==> config.mk <==
export PLATFORM = sky130hd
export DESIGN_NAME = clk_prescaler_gate
export DESIGN_NICKNAME = d
export VERILOG_FILES = /design/src/rtl/clk_prescaler_gate.sv
export SDC_FILE = /design/constraint.sdc
export NUM_CORES = 1
export LEC_CHECK = 0
export CAP_MARGIN = 15
export CORE_UTILIZATION = 45
export CTS_CLUSTER_SIZE = 20
export DETAILED_ROUTE_END_ITERATION = 16
export PLACE_DENSITY = 0.72
export RECOVER_POWER = 50
export SYNTH_ARGS = -nofsm -noshare
export SYNTH_HDL_FRONTEND = slang
export SYNTH_SLANG_ARGS = --single-unit
==> constraint.sdc <==
create_clock -name clk -period 2.42 [get_ports clk]
set_clock_uncertainty 0.2 [all_clocks]
set_input_delay 0.363 -clock clk [delete_from_list [all_inputs] [get_ports clk]]
set_output_delay 0.363 -clock clk [all_outputs]
set_load 0.02 [all_outputs]
==> src/rtl/clk_prescaler_gate.sv <==
module clk_prescaler_gate #(
  parameter int NCH = 4,
  parameter int CW  = 12,
  parameter int AW  = $clog2(NCH + 2)
) (
  input  logic           clk,
  input  logic           rst_n,
  input  logic           fast_stb,
  input  logic           slow_stb,
  input  logic           reg_we,
  input  logic [AW-1:0]  reg_addr,
  input  logic [7:0]     reg_wdata,
  output logic [7:0]     reg_rdata,
  output logic [NCH-1:0] ch_en
);

  localparam int RUN_BIT = 5;

  logic           src_sel, run;
  logic [CW-1:0]  cnt;
  logic [CW:0]    carry;
  logic [3:0]     ratio [NCH];
  logic [NCH-1:0] gate;
  logic           src_stb, adv;

  assign src_stb = src_sel ? slow_stb : fast_stb;
  assign adv     = run & src_stb;

  always_ff @(posedge clk or negedge rst_n) begin
    if (!rst_n) begin
      src_sel <= 1'b0;
      run     <= 1'b1;
    end else if (reg_we) begin
      if (reg_addr == AW'(0)) src_sel <= reg_wdata[0];
      if (reg_addr == AW'(1)) run     <= reg_wdata[RUN_BIT];
    end
  end

  always_ff @(posedge clk or negedge rst_n) begin
    if (!rst_n)   cnt <= '0;
    else if (adv) cnt <= cnt + 1'b1;
  end

  assign carry[0] = 1'b1;
  for (genvar i = 0; i < CW; i++) begin : g_carry
    assign carry[i+1] = carry[i] & cnt[i];
  end

  for (genvar c = 0; c < NCH; c++) begin : g_ch
    logic [3:0] code;

    always_ff @(posedge clk or negedge rst_n) begin
      if (!rst_n) begin
        ratio[c] <= '0;
        gate[c]  <= 1'b0;
      end else if (reg_we && reg_addr == AW'(c + 2)) begin
        ratio[c] <= reg_wdata[3:0];
        gate[c]  <= reg_wdata[7];
      end
    end

    assign code = (ratio[c] > 4'(CW)) ? 4'(CW) : ratio[c];

    always_ff @(posedge clk or negedge rst_n) begin
      if (!rst_n) ch_en[c] <= 1'b0;
      else        ch_en[c] <= adv & gate[c] & carry[code];
    end

    assert_gate_off_R5: assert property (@(posedge clk) disable iff (!rst_n)
      !gate[c] |=> !ch_en[c]);
  end

  always_comb begin
    reg_rdata = '0;
    if (reg_addr == AW'(0))      reg_rdata[0]       = src_sel;
    else if (reg_addr == AW'(1)) reg_rdata[RUN_BIT] = run;
    else begin
      for (int c = 0; c < NCH; c++)
        if (reg_addr == AW'(c + 2)) reg_rdata = {gate[c], 3'b000, ratio[c]};
    end
  end

  assert_stop_quiet_R6: assert property (@(posedge clk) disable iff (!rst_n)
    !run |=> ch_en == '0);
  assert_stop_hold_R6: assert property (@(posedge clk) disable iff (!rst_n)
    !run |=> $stable(cnt));
  assert_step_R2: assert property (@(posedge clk) disable iff (!rst_n)
    adv |=> cnt == $past(cnt) + 1'b1);
  assert_no_strobe_R7: assert property (@(posedge clk) disable iff (!rst_n)
    !src_stb |=> ch_en == '0);

endmodule

# --- Word-level counts from Yosys, hierarchy flattened ---
# Cells that the tools add are included.
totals:
  out_inout_bits: 12
  regBits: 38
  word_cells: 78
  in_bits: 16
classes:
  n_eq_ne: 5
  magnitude_cmp: 8
  reduce_logical: 7
  add_sub_neg: 1
  bitwise: 20
  n_mux: 22
ops:
  columns: ["operator", "count"]
  rows:
  - ["8-bit two-way mux", 4]
  - ["1-bit AND", 20]
  - ["4-bit by 5-bit < comparator with 1-bit output (second input constant)", 4]
  - ["1-bit binary-select mux with 4-bit select", 4]
  - ["4-bit > comparator (second input constant)", 4]
  - ["4-bit two-way mux", 4]
  - ["12-bit by 1-bit adder with 12-bit output (second input constant)", 1]
  - ["1-bit two-way mux", 7]
  - ["7-bit two-way mux", 1]
  - ["3-bit by 2-bit == test with 1-bit output (second input constant)", 2]
  - ["3-bit == test (second input constant)", 2]
  - ["5-bit two-way mux", 1]
  - ["1-bit logical AND", 4]
  - ["2-bit AND reduction", 2]
  - ["3-bit by 1-bit == test with 1-bit output (second input constant)", 1]
  - ["3-bit logical NOT", 1]
  - ["2-bit two-way mux", 1]

# --- Longest topological paths before layout ---
logic_depth:
  ltp_word: 14
  mapped_depth: 7
  depth_no_buf: 6

# --- Worst setup path after synthesis ---
# Ideal clock, no wire load.
synth_path:
  kind: "in2out"
  from: "input reg_addr[0]"
  to: "output reg_rdata[5]"
  slack_ns: 0.331
  t_required_ns: 1.857
  n_path_buf: 2
  arrival_time_ns: 1.526
  stages: 3
  path_cell_list: "buf_2 -> buf_2 -> nor4bb_1"
synth_between:
  elab_chain_cells: 6
synth_lines:
  columns: ["element", "line_no", "source"]
  rows:
  - ["from (decl)", "11", "input logic [AW-1:0] reg_addr,"]
  - ["3-bit by 2-bit == test with 1-bit output", "79", "if (reg_addr == AW'(c + 2)) reg_rdata = {gate[c], 3'b000, ratio[c]};"]
  - ["8-bit two-way mux (3 in a row)", "79", null]
  - ["1-bit two-way mux", "76", "else if (reg_addr == AW'(1)) reg_rdata[RUN_BIT] = run;"]
  - ["7-bit two-way mux (*)", "75", "if (reg_addr == AW'(0)) reg_rdata[0] = src_sel;"]
  - ["to (decl)", "13", "output logic [7:0] reg_rdata,"]
# Mark *: on every way between the ends. The rest lies on a longest branch, timed or not.

# --- Worst setup path in the final report ---
layout_path:
  from: "input reg_addr[0]"
  to: "output reg_rdata[3]"
layout_between:
  elab_chain_cells: 7
layout_lines:
  columns: ["element", "line_no"]
  rows:
  - ["3-bit by 2-bit == test with 1-bit output", "79"]
  - ["8-bit two-way mux (4 in a row)", "79"]
  - ["5-bit two-way mux", "76"]
  - ["7-bit two-way mux (*)", "75"]
# Marks and branches as above.

==> out/qor_table.md <==
| Result | This run | Unit |
|---|---|---|
| Number of library cell types mapped by synthesis | 40 | - |
| Maximum number of pins on one net before global-route repair | 39 | - |
| Power per cell area | 777 | mW/mm2 |
| Post-Route M1 WL | 2.25 | mm |
| Count of antenna diodes in the layout | 0 | - |
| Routed vias/inst | 5.83 | - |
| DRC Markers | 0 | - |
| Crit path cell chain | clkdlybuf4s50_1 -> buf_4 -> mux2i_1 -> o22ai_1 -> dlygate4sd2_1 | - |
| Time the worst path needs with I/O delays and setup | 2.33 | ns |
| Nets | 246 | - |
| Clock Tree Buf Depth | 2 | - |
| CTS-repair resized insts | 6 | - |
| Synth top area cells | dfrtp_1 43%, mux2_2 11%, mux2i_1 6.6% | - |
| Cell area after synthesis | 0.00213 | mm2 |
| Effective utilization at floorplan | 0.480 | - |
| IR Drop Worst-Case VDD | 0.368 | mV |
| X dimension of the die | 70.9 | um |
| Cell at the root of the clock tree | clkbuf_8 | - |
| Routed met3 length | 178 | um |
| Clock tree from TritonCTS | built | - |
| HPWL after detailed placement | 3.38 | mm |
| Max Fclk | 0.429 | GHz |
| Worst hold margin | -0.0352 | ns |
| Synthesized instance count | 202 | - |
| Share of flip-flops with an asynchronous set or reset after synthesis | 1.00 | - |
| Vias in the first global route | 1551 | - |
| Insertion delay of the later-clocked pin in the worst-skew pair | 0.29 | ns |
| Failing checks | hold timing | - |
| Period utilisation layout | 0.963 | - |
| CP Data Required Time | 1.86 | ns |
| Gr usage total | 0.205 | - |
| GPL Wtd Cong | 0.884 | - |
| CP Max Fanout | 8 | - |
| Maximum cell stage delay along the critical path | 0.53 | ns |
| Slew @ Worst Pin | 0.830 | ns |
| Final hold violations | 37 | - |
| Met2 Routed Length | 2.13 | mm |
| Cell row count | 24 | - |
| Arrival time of data at the critical path endpoint | 1.77 | ns |
| Most used DFF post-synth | dfrtp_1 | - |
| Number of clock sinks | 38 | - |
| FF+latch count, synth | 38 | - |
| Die Footprint | 0.00502 | mm2 |
| Area growth from synthesis to layout | 17.2 | % |
| Die Y | 70.9 | um |
| Core occupancy in the finished layout | 0.563 | - |
| Synth Area per Inst | 10.6 | um2 |
| Top-level port count | 28 | - |
| Commonest non-fill, non-tap cell in the layout | dfrtp_1 | - |
| Max capacitance violation total | 0 | - |
| Post-synth EDFFs | 0 | - |
| Synthesis warning total | 0 | - |
| Share of synthesized area occupied by flip-flops and latches | 0.446 | - |
| Ratio of cells with drive above 1 in the final layout | 0.188 | - |
| Commonest non-fill, non-tap cells in the layout | 37 x dfrtp_1, 21 x mux2_2, 15 x clkdlybuf4s50_1 | - |
| Critical path class | input pin to primary output | - |
| Mean routed wirelength per cell | 16.6 | um |
| Worst path bufs/invs | 3 | - |
| RSZ-0062 raised after global routing | false | - |
| Count of final setup violators | 0 | - |
| Startpoint kind of the worst setup timing path | input pin | - |
| Post CTS Setup Buffer Count | 0 | - |
| Inserted Clock Buffers | 5 | - |
| Number of detailed-route iterations in the first pass | 6 | - |
| Total Neg Setup Slack | 0 | ns |
| Cell type group with the largest total delay on the critical path | buffers and inverters | - |
| Antenna violations before repair | 0 | - |
| Count of hold buffers inserted by post-cts repair | 0 | - |
| Remaining number of nets flagged by the antenna check after routing | 0 | - |
| Final slew viol count | 0 | - |
| Final wirelength | 4.66 | mm |
| H-Tree Depth | 2 | - |
| Cell leakage power | 1.05 | nW |
| Cell at the slowest stage of the critical path | clkdlybuf4s50_1 | - |
| Port Buffers | 23 | - |
| Result of the run | complete, but fails checks | - |
| Top cell type by total area after synthesis | dfrtp_1 | - |
| Area fraction of the dominant cell type after synthesis | 0.434 | - |
| Sum of overflow across all layers after global routing | 0 | - |
| Clock transition at the registers of the reported paths | 0.08 | ns |
| Max_slew headroom | 0.447 | - |
| Number of design-rule violations left by the first detailed-router iteration | 112 | - |
| Global-route wire length before repair | 7.96 | mm |
| HP Class | input pin to async pin | - |
| Top sig layer | met4 | - |
| DR vias | 1638 | - |
| Area of the core region | 0.00444 | mm2 |
| CP Capture Type | primary output | - |
-- cells in the mapped netlist, types with 2 or more instances --
cell type  number
o21ai_0        12
and4_1          2
nor2_1         10
xor2_1          3
nor4bb_1        3
ha_1            2
mux2_2         21
o2111ai_1       4
a21o_1          4
o22ai_1         5
nor3_1          3
clkbuf_1        2
nand3_1         4
a221o_1         3
a21oi_1         8
clkbuf_2        5
nand4b_1        2
nand2_1        11
inv_1           7
buf_4           4
buf_2           5
xnor2_1         7
nand4_1         3
a211oi_1        3
mux2i_1        14
o311ai_0        4
nand2b_1        2
dfrtp_1        37
-- where the power goes --
| group | leakage (nW) | total [mW] | internal [mW] | switching (mW) |
|---|---|---|---|---|
| combinational | 0.528 | 0.503 | 0.265 | 0.237 |
| sequential | 0.476 | 0.982 | 0.768 | 0.213 |
| clock | 0.0472 | 0.459 | 0.229 | 0.230 |
-- through the flow --
step	total power [mW]	worst slack (ns)	hold WS, ns	instance area, um2	cells
floorplan	1.30	0.331	-0.133	2140	203
global placement	1.49	-0.143	0.261	2420	273
detailed placement	1.51	-0.167	0.275	2420	273
CTS	1.95	0.103	0.00370	2510	281
global route	2.07	0.00889	0.0401	2500	281
finish	1.94	0.0894	-0.0352	2500	281
-- per-layer routing --
metal	vias up	global-route usage
met5	-	0
met4	0	0.0756
met3	11	0.0399
met2	43	0.309
met1	798	0.296
li1	786	-
-- state kept, by name, summed over array words and instances, names as in the netlist --
| name | cells |
|---|---|
| run | 1 |
| src_sel | 1 |
| ch_en | 4 |
| cnt | 12 |
| gate | 4 |
| ratio | 16 |
-- kinds of logic after synthesis --
family | count (synthesis) | share of synthesized area
fa+ha+maj | 2 | 0.0117
other cells | 1 | 0.00176
flops | 38 | 0.446
mux | 35 | 0.176
simple gates | 47 | 0.125
compound gates | 46 | 0.145
xor+xnor | 10 | 0.0410
buf+inv | 23 | 0.0533
-- path summary, 6_finish.rpt --
kind | to | startpoint | cells after the start | slack (ns)
max in group asynchronous | ch_en[3] | rst_n | 1 | 1.52
worst min register to register | cnt[11] | cnt[11] | 1 | 0.28
worst max-delay path | reg_rdata[3] | reg_addr[0] | 5 | 0.09
worst max register to register | ch_en[0] | cnt[0] | 6 | 0.24
worst min-delay path | cnt[5] | rst_n | 1 | -0.04
min in group clk | cnt[11] | cnt[11] | 1 | 0.28
-- cell type report --
type | instances | area (um2)
inverter | 7 | 26.3
clock inverter | 2 | 12.5
sequential | 38 | 952
timing repair buffer | 34 | 297
clock buffer | 6 | 82.6
multi-input combinational | 142 | 1070
tap | 52 | 65.1
fill | 400 | 1940
No activity file was read; power rests on OpenSTA's default activity.
